$ cat src/rtl/sr_bridge_pkg.sv
package sr_bridge_pkg;
  typedef enum logic [1:0] {
    SEL_CFG  = 2'd0,
    SEL_CTRL = 2'd1,
    SEL_CNT  = 2'd2,
    SEL_NONE = 2'd3
  } reg_sel_e;

  localparam int SEL_LSB  = 3;
  localparam int HALF_BIT = 2;
  localparam int MAP_BITS = 5;
endpackage

$ cat src/rtl/sr_stage.sv
module sr_stage #(
  parameter int DW = 32
) (
  input  logic          clk_i,
  input  logic          rst_ni,
  input  logic          load_i,
  input  logic [DW-1:0] data_i,
  output logic [DW-1:0] stage_o
);
  logic [DW-1:0] stage_q;

  always_ff @(posedge clk_i or negedge rst_ni) begin
    if (!rst_ni)     stage_q <= '0;
    else if (load_i) stage_q <= data_i;
  end

  assign stage_o = stage_q;

  // staged word persists until the next +0 write
  p_stage_hold_r5: assert property (@(posedge clk_i) disable iff (!rst_ni)
    !load_i |=> $stable(stage_o));
endmodule

$ cat src/rtl/sr_commit_reg.sv
module sr_commit_reg #(
  parameter int DW      = 32,
  parameter int CLR_BIT = -1,
  localparam int RW     = 2 * DW
) (
  input  logic          clk_i,
  input  logic          rst_ni,
  input  logic          commit_i,
  input  logic [DW-1:0] upper_i,
  input  logic [DW-1:0] lower_i,
  output logic [RW-1:0] value_o
);
  logic [RW-1:0] value_q;

  generate
    if (CLR_BIT >= 0) begin : g_selfclr
      always_ff @(posedge clk_i or negedge rst_ni) begin
        if (!rst_ni)       value_q <= '0;
        else if (commit_i) value_q <= {upper_i, lower_i};
        else               value_q[CLR_BIT] <= 1'b0;
      end

      p_selfclr_r9: assert property (@(posedge clk_i) disable iff (!rst_ni)
        value_q[CLR_BIT] && !commit_i |=> !value_q[CLR_BIT]);
      p_set_src_r9: assert property (@(posedge clk_i) disable iff (!rst_ni)
        $rose(value_q[CLR_BIT]) |-> $past(commit_i));
    end else begin : g_plain
      always_ff @(posedge clk_i or negedge rst_ni) begin
        if (!rst_ni)       value_q <= '0;
        else if (commit_i) value_q <= {upper_i, lower_i};
      end
    end
  endgenerate

  assign value_o = value_q;

  p_commit_upper_r4: assert property (@(posedge clk_i) disable iff (!rst_ni)
    commit_i |=> value_o[RW-1:DW] == $past(upper_i));
  p_hold_upper_r3: assert property (@(posedge clk_i) disable iff (!rst_ni)
    !commit_i |=> $stable(value_o[RW-1:DW]));
endmodule

$ cat src/rtl/sr_event_ctr.sv
module sr_event_ctr #(
  parameter int W = 64
) (
  input  logic         clk_i,
  input  logic         rst_ni,
  input  logic         event_i,
  output logic [W-1:0] count_o
);
  logic [W-1:0] count_q;

  always_ff @(posedge clk_i or negedge rst_ni) begin
    if (!rst_ni)      count_q <= '0;
    else if (event_i) count_q <= count_q + 1'b1;
  end

  assign count_o = count_q;

  p_count_step_r6: assert property (@(posedge clk_i) disable iff (!rst_ni)
    event_i |=> count_o == $past(count_o) + 1'b1);
  p_count_hold_r6: assert property (@(posedge clk_i) disable iff (!rst_ni)
    !event_i |=> $stable(count_o));
endmodule

$ cat src/rtl/sr_read_path.sv
module sr_read_path
  import sr_bridge_pkg::*;
#(
  parameter int DW  = 32,
  localparam int RW = 2 * DW
) (
  input  logic          clk_i,
  input  logic          rst_ni,
  input  logic          rd_i,
  input  reg_sel_e      sel_i,
  input  logic          upper_i,
  input  logic [RW-1:0] cfg_i,
  input  logic [RW-1:0] ctrl_i,
  input  logic [RW-1:0] cnt_i,
  output logic [DW-1:0] rdata_o,
  output logic          rvalid_o
);
  logic [DW-1:0] snap_lo_q;
  logic          armed_q;
  logic [DW-1:0] rdata_q;
  logic          rvalid_q;
  logic [DW-1:0] rd_mux;
  logic          cnt_rd;

  assign cnt_rd = rd_i && (sel_i == SEL_CNT);

  always_comb begin
    unique case (sel_i)
      SEL_CFG:  rd_mux = upper_i ? cfg_i[RW-1:DW]  : cfg_i[DW-1:0];
      SEL_CTRL: rd_mux = upper_i ? ctrl_i[RW-1:DW] : ctrl_i[DW-1:0];
      SEL_CNT:  rd_mux = upper_i ? cnt_i[RW-1:DW]
                                 : (armed_q ? snap_lo_q : cnt_i[DW-1:0]);
      default:  rd_mux = '0;
    endcase
  end

  always_ff @(posedge clk_i or negedge rst_ni) begin
    if (!rst_ni) begin
      snap_lo_q <= '0;
      armed_q   <= 1'b0;
      rdata_q   <= '0;
      rvalid_q  <= 1'b0;
    end else begin
      rvalid_q <= rd_i;
      if (rd_i) rdata_q <= rd_mux;
      if (cnt_rd) begin
        // upper half is returned live; only the low half needs capturing
        if (upper_i) begin
          snap_lo_q <= cnt_i[DW-1:0];
          armed_q   <= 1'b1;
        end else begin
          armed_q   <= 1'b0;
        end
      end
    end
  end

  assign rdata_o  = rdata_q;
  assign rvalid_o = rvalid_q;

  p_rvalid_r2: assert property (@(posedge clk_i) disable iff (!rst_ni)
    rd_i |=> rvalid_o);
  p_no_rvalid_r2: assert property (@(posedge clk_i) disable iff (!rst_ni)
    !rd_i |=> !rvalid_o);
  p_unmapped_r10: assert property (@(posedge clk_i) disable iff (!rst_ni)
    rd_i && sel_i == SEL_NONE |=> rdata_o == '0);
  p_bare_low_r8: assert property (@(posedge clk_i) disable iff (!rst_ni)
    cnt_rd && !upper_i && !armed_q |=> rdata_o == $past(cnt_i[DW-1:0]));
  p_snap_low_r7: assert property (@(posedge clk_i) disable iff (!rst_ni)
    cnt_rd && !upper_i && armed_q |=> rdata_o == $past(snap_lo_q));
  p_disarm_r8: assert property (@(posedge clk_i) disable iff (!rst_ni)
    cnt_rd && !upper_i |=> !armed_q);
endmodule

$ cat src/rtl/split_reg_bridge.sv
module split_reg_bridge
  import sr_bridge_pkg::*;
#(
  parameter int DW     = 32,
  parameter int ADDR_W = 5
) (
  input  logic              clk_i,
  input  logic              rst_ni,
  input  logic              req_valid_i,
  input  logic              req_write_i,
  input  logic [ADDR_W-1:0] req_addr_i,
  input  logic [DW-1:0]     req_wdata_i,
  output logic [DW-1:0]     rsp_rdata_o,
  output logic              rsp_valid_o,
  input  logic              event_i,
  output logic [2*DW-1:0]   cfg_o,
  output logic [2*DW-1:0]   ctrl_o,
  output logic              swrst_o
);
  localparam int RW        = 2 * DW;
  localparam int SWRST_BIT = DW - 1;

  logic          wr, rd, addr_ok, upper, writable;
  reg_sel_e      sel;
  logic [DW-1:0] stage;
  logic [RW-1:0] cfg_q, ctrl_q, cnt_q;

  assign wr      = req_valid_i && req_write_i;
  assign rd      = req_valid_i && !req_write_i;
  assign addr_ok = (req_addr_i[HALF_BIT-1:0] == '0) && ((req_addr_i >> MAP_BITS) == '0);
  assign sel     = addr_ok ? reg_sel_e'(req_addr_i[SEL_LSB+1:SEL_LSB]) : SEL_NONE;
  assign upper   = !req_addr_i[HALF_BIT];
  assign writable = (sel == SEL_CFG) || (sel == SEL_CTRL);

  sr_stage #(.DW(DW)) u_stage (
    .clk_i   (clk_i),
    .rst_ni  (rst_ni),
    .load_i  (wr && writable && upper),
    .data_i  (req_wdata_i),
    .stage_o (stage)
  );

  sr_commit_reg #(.DW(DW), .CLR_BIT(-1)) u_cfg (
    .clk_i    (clk_i),
    .rst_ni   (rst_ni),
    .commit_i (wr && (sel == SEL_CFG) && !upper),
    .upper_i  (stage),
    .lower_i  (req_wdata_i),
    .value_o  (cfg_q)
  );

  sr_commit_reg #(.DW(DW), .CLR_BIT(SWRST_BIT)) u_ctrl (
    .clk_i    (clk_i),
    .rst_ni   (rst_ni),
    .commit_i (wr && (sel == SEL_CTRL) && !upper),
    .upper_i  (stage),
    .lower_i  (req_wdata_i),
    .value_o  (ctrl_q)
  );

  sr_event_ctr #(.W(RW)) u_cnt (
    .clk_i   (clk_i),
    .rst_ni  (rst_ni),
    .event_i (event_i),
    .count_o (cnt_q)
  );

  sr_read_path #(.DW(DW)) u_rd (
    .clk_i    (clk_i),
    .rst_ni   (rst_ni),
    .rd_i     (rd),
    .sel_i    (sel),
    .upper_i  (upper),
    .cfg_i    (cfg_q),
    .ctrl_i   (ctrl_q),
    .cnt_i    (cnt_q),
    .rdata_o  (rsp_rdata_o),
    .rvalid_o (rsp_valid_o)
  );

  assign cfg_o   = cfg_q;
  assign ctrl_o  = ctrl_q;
  assign swrst_o = ctrl_q[SWRST_BIT];

  p_stage_only_r3: assert property (@(posedge clk_i) disable iff (!rst_ni)
    wr && writable && upper |=> $stable(cfg_o) && $stable(ctrl_o[RW-1:DW]));
  p_ignored_wr_r10: assert property (@(posedge clk_i) disable iff (!rst_ni)
    wr && !writable |=> $stable(cfg_o) && $stable(stage));
  p_swrst_pulse_r9: assert property (@(posedge clk_i) disable iff (!rst_ni)
    swrst_o && !(wr && sel == SEL_CTRL && !upper) |=> !swrst_o);
endmodule

$ cat config.mk
export PLATFORM = sky130hd
export DESIGN_NAME = split_reg_bridge
export DESIGN_NICKNAME = d
export VERILOG_FILES = /design/src/rtl/sr_bridge_pkg.sv /design/src/rtl/sr_stage.sv /design/src/rtl/sr_commit_reg.sv /design/src/rtl/sr_event_ctr.sv /design/src/rtl/sr_read_path.sv /design/src/rtl/split_reg_bridge.sv
export SDC_FILE = /design/constraint.sdc
export NUM_CORES = 1
export LEC_CHECK = 0
export CORE_MARGIN = 2
export CORE_UTILIZATION = 39
export CTS_CLUSTER_SIZE = 10
export DETAILED_ROUTE_END_ITERATION = 16
export DONT_BUFFER_PORTS = 1
export HOLD_SLACK_MARGIN = 0.08
export PLACE_DENSITY = 0.58
export SKIP_LAST_GASP = 1
export SYNTH_ARGS = -nofsm -noshare
export SYNTH_HDL_FRONTEND = slang
export SYNTH_SLANG_ARGS = --single-unit
$ cat constraint.sdc
create_clock -name clk_i -period 3.85 [get_ports clk_i]
set_clock_uncertainty 0.05 [all_clocks]
set_input_delay 0.1925 -clock clk_i [delete_from_list [all_inputs] [get_ports clk_i]]
set_output_delay 0.1925 -clock clk_i [all_outputs]
set_load 0.02 [all_outputs]
==> reports/metrics.yaml, run 1 <==
synth-main-ff-cell: "dfrtp_1"
crit_family: "simple AND/OR/NAND/NOR gates"
cp_data_required_time_ns: 4.20
grt_pass1_vias: 8733
initial_core_util: 0.395
synth-seq-cells: 290
insertion_delay_ns: 0.52
globalRouteOverflowTotal: 0
drtIter0Drc: 590
rsz0062_at_grt: "no"
period_share: 0.656
synth-edff-count: 0
num-fill-cells: 3109
numClockSinks: 290
hold_viol_final: 290
syn_to_final_growth_pct: 13.7
r2r-start: "u_cnt.count_o[3]"
dieHeight_um: 188
worstMarginPinSlew_ns: 1.06
crit_start: "u_cnt.count_o[3]"
clock_path_buffers: 3
detail-route-antenna-nets: 0
critPathBufInv: 0
wirelength_um: 34900
outcome: "finished with violations"
arrival_ns: 2.88
place_ws_ns: 1.34
hpwl_um: 22200
htree_levels: 2
path_cells: "nand4_1, nor4_1, nand4_2, or4_4, xnor2_2"
drv_cap: 0
synthesis.area_um2: 13300
netlist-cell-type-count: 44
max_freq_mhz: 396
violations: "negative hold slack"
mappedNetlistNets: 1115
cts_tree: "done"
core_um2: 33500
pwr_density_cell_nw_per_um2: 498
layout_min_cycle_time_ns: 2.53
rows: 67
yosysTopAreaCellShare: 0.548
routabilityCongestion: 0.800
antenna_found_initial: 0
vdd_drop_max_v: 0.000273
drive_gt1_frac: 0.237
die_area_um2: 35500
drc_errors: 0
setup_viol_count_final: 0
cts.repair.resized: 0
synth_top_area_cell: "dfrtp_1"
finalMaxSlewViolations: 0
post_drt_via_cell_ratio: 5.54
leakagePower_nw: 6.92
grt_max_degree: 291
path_class: "flop to flop"
critPathMaxFanout: 15
antenna_cells: 0
num_vias: 8547
yosysWarningCount: 0
synth_cells: 1072
layout.nets: 1131
cp-start-kind: "flop"
fin_ws_ns: 1.32
ctsHoldBuffers: 37
final.setup.tns_ns: 0
dr.pass1.iters: 5
syn-mean-instance-area_um2: 12.4
io_pins: 204
cts_root_buf: "clkbuf_16"
die_w_um: 188
wl_per_cell_um: 22.6
io_buffer_count: 0
numCtsBuffers: 36
end_kind: "flop"
path_clk_slew_ns: 0.05
synth.area.top_cells: "dfrtp_1 (55%), mux2_2 (16%), mux2i_1 (7.3%), o21ai_0 (3.0%), nand2_1 (2.3%)"
yosysMostFrequentCell: "dfrtp_1"
critPathSlowestCell: "or4_4"
grt_usage: 0.195
relSlewSlack: 0.293
yosys-top-cells-count: "dfrtp_1 (290), mux2_2 (184), mux2i_1 (96)"
ys_seq_area_frac: 0.548
async_reset_ff_frac: 1.00
post_cts_buffers: 0
min_path_type: "input pin to async pin"
hold_slack_ns: -0.630
grt_pass1_wl_um: 53600
slowest_delay_ns: 0.67
path summary, 6_finish.rpt:
check,endpoint,slack [ns],depth (start not counted)
max,u_cnt.count_o[59],1.32,5
min reg2reg,u_cnt.count_o[63],0.42,1
min,u_rd.rdata_o[0],-0.63,0
max in group asynchronous,u_cfg.value_o[31],3.65,0
max reg2reg,u_cnt.count_o[59],1.32,5
min in group clk_i,u_rd.rdata_o[4],0.10,4
per-layer routing:
metal	vias up	track usage	share of wire
met5	-	0	0
met4	0	0.0514	0.021
met3	45	0.0492	0.071
met2	242	0.309	0.46
met1	4385	0.267	0.45
li1	3875	-	-
cell usage in the layout, fill, tap and decap left out, types with 2 or more instances in the layout:
cell,instances
nor3_1,17
clkbuf_8,3
and3_1,12
o22ai_1,6
clkbuf_16,37
xnor2_1,28
nand4_2,2
inv_1,13
and4_1,2
dlygate4sd3_1,36
buf_4,9
o221ai_1,32
o21ai_1,12
dfrtp_1,289
nand3_1,23
or4_4,2
nor4_1,15
nor4_2,3
nor2_1,23
clkbuf_1,2
nand4_1,20
xor2_1,34
nand2_1,81
mux2i_1,96
or2_2,2
mux2_1,8
mux2_2,184
o21ai_0,79
sequential cells by signal, summed over array words and instances (netlist names):
signal and count:
u_ctrl.value_o 64, u_rd.rvalid_o 1, u_cnt.count_o 64, u_cfg.value_o 64, u_stage.stage_o 32, u_rd.armed_q 1, u_rd.snap_lo_q 32, u_rd.rdata_o 32
per-stage QoR:
step / cells / cell area (um^2) / util / power (mW)
after floorplan: 1072 / 13300 / - / 4.22
after CTS: 1544 / 15100 / 0.449 / 7.58
after global routing: 1544 / 15100 / 0.449 / 7.79
after global placement: 1461 / 13600 / 0.406 / 4.37
final: 1544 / 15100 / 0.449 / 7.50
after detailed placement: 1461 / 13600 / 0.406 / 4.40
worst register-to-register path, delay by kind of cell, from the launching register on:
family	cells	cell delay, ns
DFF	1	0.46
and+or+nand+nor	4	1.78
xor gates and xnor gates	1	0.14
power by group:
part	internal (mW)	switching, mW
Clock	1.85	1.25
Combinational	0.338	0.237
Sequential	3.33	0.503
logic make-up (layout without fill, tap and decap cells):
family / after synthesis / count (layout) / share of synthesized area
AO/OA/AOI/OAI: 130 / 130 / 0.0589
AND/OR/NAND/NOR: 218 / 218 / 0.0872
flip-flops: 290 / 290 / 0.548
buffers and inverters: 82 / 106 / 0.0274
XOR/XNOR: 63 / 63 / 0.0422
adder cells (fa/ha/maj): 1 / 1 / 0.000944
multiplexers: 288 / 288 / 0.236
area by class of cell:
type	instances	area (um^2)	share of cell area
multi-input cells	700	5670	0.376
repair buffers	47	475	0.0316
flip-flops and latches	290	7260	0.482
clock buffers	42	975	0.0647
inverters	13	48.8	0.00324
well taps	448	561	0.0372
clock inverters	4	81.3	0.00540
Note: power is estimated with default switching activity, not from simulation.
==> run 2, diff against run 1 <==
--- a/config.mk
+++ b/config.mk
@@ -5,13 +5,14 @@
 export SDC_FILE = /design/constraint.sdc
 export NUM_CORES = 1
 export LEC_CHECK = 0
+export ABC_AREA = 1
 export CORE_MARGIN = 2
 export CORE_UTILIZATION = 39
 export CTS_CLUSTER_SIZE = 10
 export DETAILED_ROUTE_END_ITERATION = 16
 export DONT_BUFFER_PORTS = 1
 export HOLD_SLACK_MARGIN = 0.08
-export PLACE_DENSITY = 0.58
+export PLACE_DENSITY = 0.6
 export SKIP_LAST_GASP = 1
 export SYNTH_ARGS = -nofsm -noshare
 export SYNTH_HDL_FRONTEND = slang
==> constraint.sdc (replaced) <==
create_clock -name clk_i -period 2.3 [get_ports clk_i]
set_clock_uncertainty 0.05 [all_clocks]
set_input_delay 0.115 -clock clk_i [delete_from_list [all_inputs] [get_ports clk_i]]
set_output_delay 0.115 -clock clk_i [all_outputs]
set_load 0.02 [all_outputs]
==> run 2 against run 1 <==
Against the previous run:
- the flow still finishes with violations (negative hold slack)
- combinational power rose to 2.8 times the previous value
- design area up 7.6%
- sequential share of layout area down 3.4 points
- critical path depth up 3
- global-route usage up 3.9 points
- synthesized area up 6.3%
- via count up 43%
- largest cell class unchanged
- core utilization up 0.66 points
- worst hold slack worse by 0.12 ns
==> reports/metrics.yaml, run 2 <==
place_ws_ns: 0.310
vdd_drop_max_v: 0.000768
hold_slack_ns: -0.754
r2r-start: "u_cfg.value_o[30]"
cts_root_buf: "clkbuf_16"
critPathMaxFanout: 3
period_share: 0.955
path_class: "flop to flop"
pwr_density_cell_nw_per_um2: 848
numCtsBuffers: 37
cts_tree: "done"
synthesis.area_um2: 14100
rows: 69
leakagePower_nw: 8.02
drc_errors: 0
htree_levels: 2
num_vias: 12200
layout.nets: 1932
timing.rr.end: "u_rd.rdata_o[30]"
initial_core_util: 0.396
io_pins: 204
mappedNetlistNets: 1896
violations: "negative hold slack"
grt_usage: 0.234
core_um2: 35600
worstMarginPinSlew_ns: 0.690
grt_pass1_vias: 12000
yosys-top-cells-count: "nand2_1 (623), dfrtp_1 (290), inv_1 (197)"
post_drt_via_cell_ratio: 5.19
netlist-cell-type-count: 30
hpwl_um: 29500
drive_gt1_frac: 0.0484
async_reset_ff_frac: 1.00
fin_cells: 2361
detail-route-antenna-nets: 0
synth.area.top_cells: "dfrtp_1 (51%), nand2_1 (17%), o21ai_0 (6.6%), inv_1 (5.2%), nor2_1 (4.7%)"
outcome: "finished with violations"
p_int_mw: 9.51
sequentialPowerShare: 0.504
end_kind: "flop"
p_clk_frac: 0.381
path_clk_slew_ns: 0.05
hold_viol_final: 290
clock_path_buffers: 3
syn_to_final_growth_pct: 15.1
synth_cells: 1853
final.setup.tns_ns: 0
synth_top_area_cell: "dfrtp_1"
final_common_cell: "nand2_1"
grt_pass1_wl_um: 69800
die_area_um2: 37700
antenna_found_initial: 0
reg2reg_slack_ns: 0.10
insertion_delay_ns: 0.53
drv_cap: 0
ctsHoldBuffers: 63
synth-main-ff-cell: "dfrtp_1"
layout_min_cycle_time_ns: 2.20
dr.pass1.iters: 5
ys_seq_area_frac: 0.515
syn-mean-instance-area_um2: 7.61
finalMaxSlewViolations: 0
die_w_um: 194
setup_viol_count_final: 0
num-fill-cells: 3589
io_buffer_count: 0
antenna_cells: 0
r2r_cells: 8
rsz0062_at_grt: "no"
dieHeight_um: 194
cp-start-kind: "flop"
grt_max_degree: 291
synth-edff-count: 0
relSlewSlack: 0.540
most-common-layout-cells: "nand2_1 (622), dfrtp_1 (285), inv_1 (197), o21ai_0 (185), nor2_1 (175)"
arrival_ns: 2.56
fin_ws_ns: 0.102
cp_data_required_time_ns: 2.66
drtIter0Drc: 984
ff_latch_area_um2: 7260
synth-seq-cells: 290
switchingPower_mw: 4.25
globalRouteOverflowTotal: 0
yosysMostFrequentCell: "nand2_1"
routabilityCongestion: 0.907
dp.cells: 2246
netSwitchingFraction: 0.309
utilization: 0.456
wirelength_um: 44600
min_path_type: "input pin to async pin"
max_freq_mhz: 455
yosysWarningCount: 0
pwr-share-comb: 0.115
numClockSinks: 290
multiInputGateArea_um2: 5720
wl_per_cell_um: 18.9
yosysTopAreaCellShare: 0.515
[run 2: changes by cell type after synthesis, moves of 44 or more]
cell	previous run	this run
o21ai_0	79	186
nand2_1	81	623
nor2_1	24	177
a21oi_1	0	44
nand3_1	24	91
mux2_2	184	0
mux2i_1	96	0
inv_1	13	197
[run 2: area by class of cell]
cell class,instances,share of cell area
clock inverter,5,0.00370
timing repair buffer,83,0.0530
clock buffer,45,0.0608
sequential,290,0.448
tap,461,0.0356
inverter,201,0.0465
multi-input combinational,1276,0.353
[run 2: cell families after synthesis]
logic type               share of synthesized area
AND/OR/NAND/NOR                              0.272
flip-flops                                   0.515
buffers and inverters                       0.0804
AO/OA/AOI/OAI                                0.103
XOR/XNOR                                    0.0292
adder cells (fa/ha/maj)                   0.000888
[run 2: how the worst max path moves through the flow]
stage | from | endpoint | cells after the start
after global placement | u_cnt.count_o[24] | u_cnt.count_o[50] | 6
after global routing | u_cfg.value_o[30] | u_rd.rdata_o[30] | 8
after floorplan | u_cnt.count_o[0] | u_cnt.count_o[42] | 9
after detailed placement | u_cnt.count_o[0] | u_cnt.count_o[50] | 9
after CTS | u_cfg.value_o[52] | u_rd.rdata_o[20] | 8
final | u_cfg.value_o[30] | u_rd.rdata_o[30] | 8
[run 2: worst max-delay path: stages, from the launching register on]
cell and delay [ns]:
dfrtp_1 0.49, nand2_1 0.11, o21ai_0 0.08, dlygate4sd3_1 0.57
nand2_1 0.07, nand3_1 0.06, dlygate4sd3_1 0.55, nand2_1 0.06
nand2_1 0.05
[run 2: per-stage QoR]
stage,cell area (um^2),power (mW)
final,16200,13.8
after global routing,16200,14.4
after CTS,16200,13.9
after detailed placement,14500,8.42
after global placement,14500,8.36
after floorplan,14100,7.88
[run 2: per-layer routing]
| layer | vias up | global-route usage | share of wire |
|---|---|---|---|
| li1 | 5890 | - | - |
| met1 | 5852 | 0.329 | 0.45 |
| met2 | 445 | 0.352 | 0.44 |
| met3 | 61 | 0.0708 | 0.091 |
| met4 | 0 | 0.0600 | 0.022 |
| met5 | - | 0 | 0 |
[run 2: power by group through the flow]
stage	combinational, mW	sequential (mW)	clock [mW]
3_3_place_gp	1.37	6.99	0
4_1_cts	1.57	6.93	5.35
6_report	1.58	6.94	5.24
3_5_place_dp	1.41	7.01	0
5_1_grt	1.85	7.04	5.55
2_1_floorplan	1.14	6.74	0
[run 2: repair_timing]
item	CTS	global route
setup endpoints to repair	0	15
buffers inserted	0	1
resized for setup	0	8
hold endpoints to repair	501	290
==> run 3, diff against run 2 <==
--- a/config.mk
+++ b/config.mk
@@ -16,4 +16,5 @@
 export SKIP_LAST_GASP = 1
 export SYNTH_ARGS = -nofsm -noshare
 export SYNTH_HDL_FRONTEND = slang
+export SYNTH_HIERARCHICAL = 1
 export SYNTH_SLANG_ARGS = --single-unit
==> run 3 against run 2 <==
Against the previous run:
- first-iteration DRC count is 5.1% higher
- highest routed layer is now met5
- worst hold slack worse by 0.023 ns
- sequential share of layout area is 1.6 points lower
- the flow still finishes with violations (negative hold slack)
- sequential cell count stayed put
- design area is 3.6% higher
==> reports/metrics.yaml, run 3 <==
outcome: "finished with violations"
violations: "negative hold slack"
netSwitchingFraction: 0.285
path_cells: "dlygate4sd3_1, nor2_4, dlygate4sd3_1, nand3_2, nor2_4, nand2_1, dlygate4sd3_1, nand2_1"
drive_gt1_frac: 0.0789
p_clk_frac: 0.418
cpMostUsedCell: "dlygate4sd3_1"
drc_errors: 0
cp_data_required_time_ns: 2.73
die_area_um2: 39800
detail-route-antenna-nets: 0
drtIter0Drc: 1034
numClockSinks: 290
num_vias: 12900
synth.area.top_cells: "dfrtp_1 (49%), nand2_1 (24%), nand3_1 (6.5%), inv_1 (4.4%), nor2_1 (3.4%)"
cts_tree: "done"
synth_cells: 2025
worstMarginPinSlew_ns: 0.841
wl_per_cell_um: 18.0
pwr_density_cell_nw_per_um2: 764
synth-edff-count: 0
rows: 71
arrival_ns: 2.63
dr.pass1.iters: 5
finalMaxSlewViolations: 0
critPathSlowestCell: "dlygate4sd3_1"
globalRouteOverflowTotal: 0
antenna_found_initial: 2
setup_viol_count_final: 0
critPathMaxFanout: 8
grt_max_degree: 291
die_w_um: 200
end_kind: "flop"
drv_cap: 0
min_path_type: "input pin to async pin"
syn-mean-instance-area_um2: 7.37
sequentialPowerShare: 0.490
leakagePower_nw: 8.83
synth_top_area_cell: "dfrtp_1"
grt_pass1_vias: 12500
synth-main-ff-cell: "dfrtp_1"
cts_root_buf: "clkbuf_16"
core_um2: 37700
clock_path_buffers: 3
ys_seq_area_frac: 0.487
synth-seq-cells: 290
place_ws_ns: 0.350
post_drt_via_cell_ratio: 5.00
mappedNetlistNets: 2068
yosysTopAreaCellShare: 0.487
hold_viol_final: 290
yosys-top-cells-count: "nand2_1 (959), dfrtp_1 (290), nand3_1 (194)"
hpwl_um: 31500
wirelength_um: 46400
htree_levels: 2
path_clk_slew_ns: 0.06
grt_pass1_wl_um: 73300
pwr-share-comb: 0.091
switchingPower_mw: 3.66
netlist-cell-type-count: 35
grt_usage: 0.240
period_share: 0.955
most-common-layout-cells: "nand2_1 (959), dfrtp_1 (290), nand3_1 (194), inv_1 (173), nor2_1 (131)"
final_common_cell: "nand2_1"
insertion_delay_ns: 0.55
io_pins: 204
yosysWarningCount: 6
fin_ws_ns: 0.103
routabilityCongestion: 0.912
initial_core_util: 0.396
path_class: "input pin to flop"
fin_cells: 2578
numCtsBuffers: 37
relSlewSlack: 0.439
final.setup.tns_ns: 0
cp-start-kind: "input pin"
synthesis.area_um2: 14900
vdd_drop_max_v: 0.000483
io_buffer_count: 0
syn_to_final_growth_pct: 12.7
layout.nets: 2094
layout_min_cycle_time_ns: 2.20
yosysMostFrequentCell: "nand2_1"
ctsHoldBuffers: 42
hold_slack_ns: -0.776
dp.cells: 2478
dieHeight_um: 200
p_int_mw: 9.17
async_reset_ff_frac: 1.00
slowest_delay_ns: 0.61
rsz0062_at_grt: "no"
max_freq_mhz: 455
[run 3: critical path: cells and delay by family]
family / cells / cell delay, ns
simple gates: 5 / 0.76
buf+inv: 3 / 1.75
[run 3: what timing repair did]
item                       in CTS  in global routing
buffers inserted                0                  3
setup endpoints to repair       0                 65
resized for setup               0                  1
hold endpoints to repair      478                290
[run 3: metal layers]
layer	wire length, um	vias to the layer above	share of wire	GRT usage
li1	-	6222	-	-
met1	20500	6184	0.44	0.332
met2	21000	426	0.45	0.367
met3	3980	66	0.086	0.0690
met4	959	2	0.021	0.0639
met5	13	-	0.00028	0
[run 3: power groups by stage]
stage / logic (mW) / clock network, mW / registers (mW)
2_1_floorplan: 0.844 / 0 / 6.23
5_1_grt: 1.35 / 5.70 / 6.36
4_1_cts: 1.17 / 5.48 / 6.29
6_report: 1.17 / 5.36 / 6.29
3_3_place_gp: 1.06 / 0 / 6.36
3_5_place_dp: 1.08 / 0 / 6.38
[run 3: layout make-up]
class | instances | area (um^2)
repair buffers | 75 | 734
diodes | 1 | 2.50
well taps | 511 | 639
flip-flops and latches | 290 | 7260
fillers | 3832 | 20900
clock buffers | 49 | 1050
inverters | 179 | 681
multi-input cells | 1468 | 6400
clock inverters | 5 | 32.5
[run 3: cell families after synthesis]
| logic type | share of synthesized area |
|---|---|
| simple gates | 0.398 |
| flops | 0.487 |
| buf+inv | 0.0862 |
| xor+xnor | 0.0264 |
| compound gates | 0.00201 |
| fa+ha+maj | 0.000839 |
[run 3: worst paths after layout]
| check | start | to | slack [ns] | cells after the start |
|---|---|---|---|---|
| worst min-delay path | rst_ni | u_cfg/value_o[35] | -0.78 | 0 |
| worst min register to register | u_rd/snap_lo_q[11] | u_rd/snap_lo_q[11] | 0.42 | 2 |
| max in group asynchronous | rst_ni | u_stage/stage_o[29] | 2.43 | 0 |
| worst max register to register | u_cnt/count_o[0] | u_cnt/count_o[42] | 0.35 | 9 |
| worst max-delay path | req_addr_i[0] | u_stage/stage_o[3] | 0.10 | 8 |
| min in group clk_i | req_addr_i[2] | u_rd/snap_lo_q[17] | 0.11 | 4 |
[run 3: through the flow]
step,total power [mW],area [um^2],utilization
2_1_floorplan,7.07,14900,-
3_3_place_gp,7.42,15300,0.405
3_5_place_dp,7.46,15300,0.405
4_1_cts,12.9,16800,0.445
5_1_grt,13.4,16800,0.446
6_report,12.8,16800,0.446
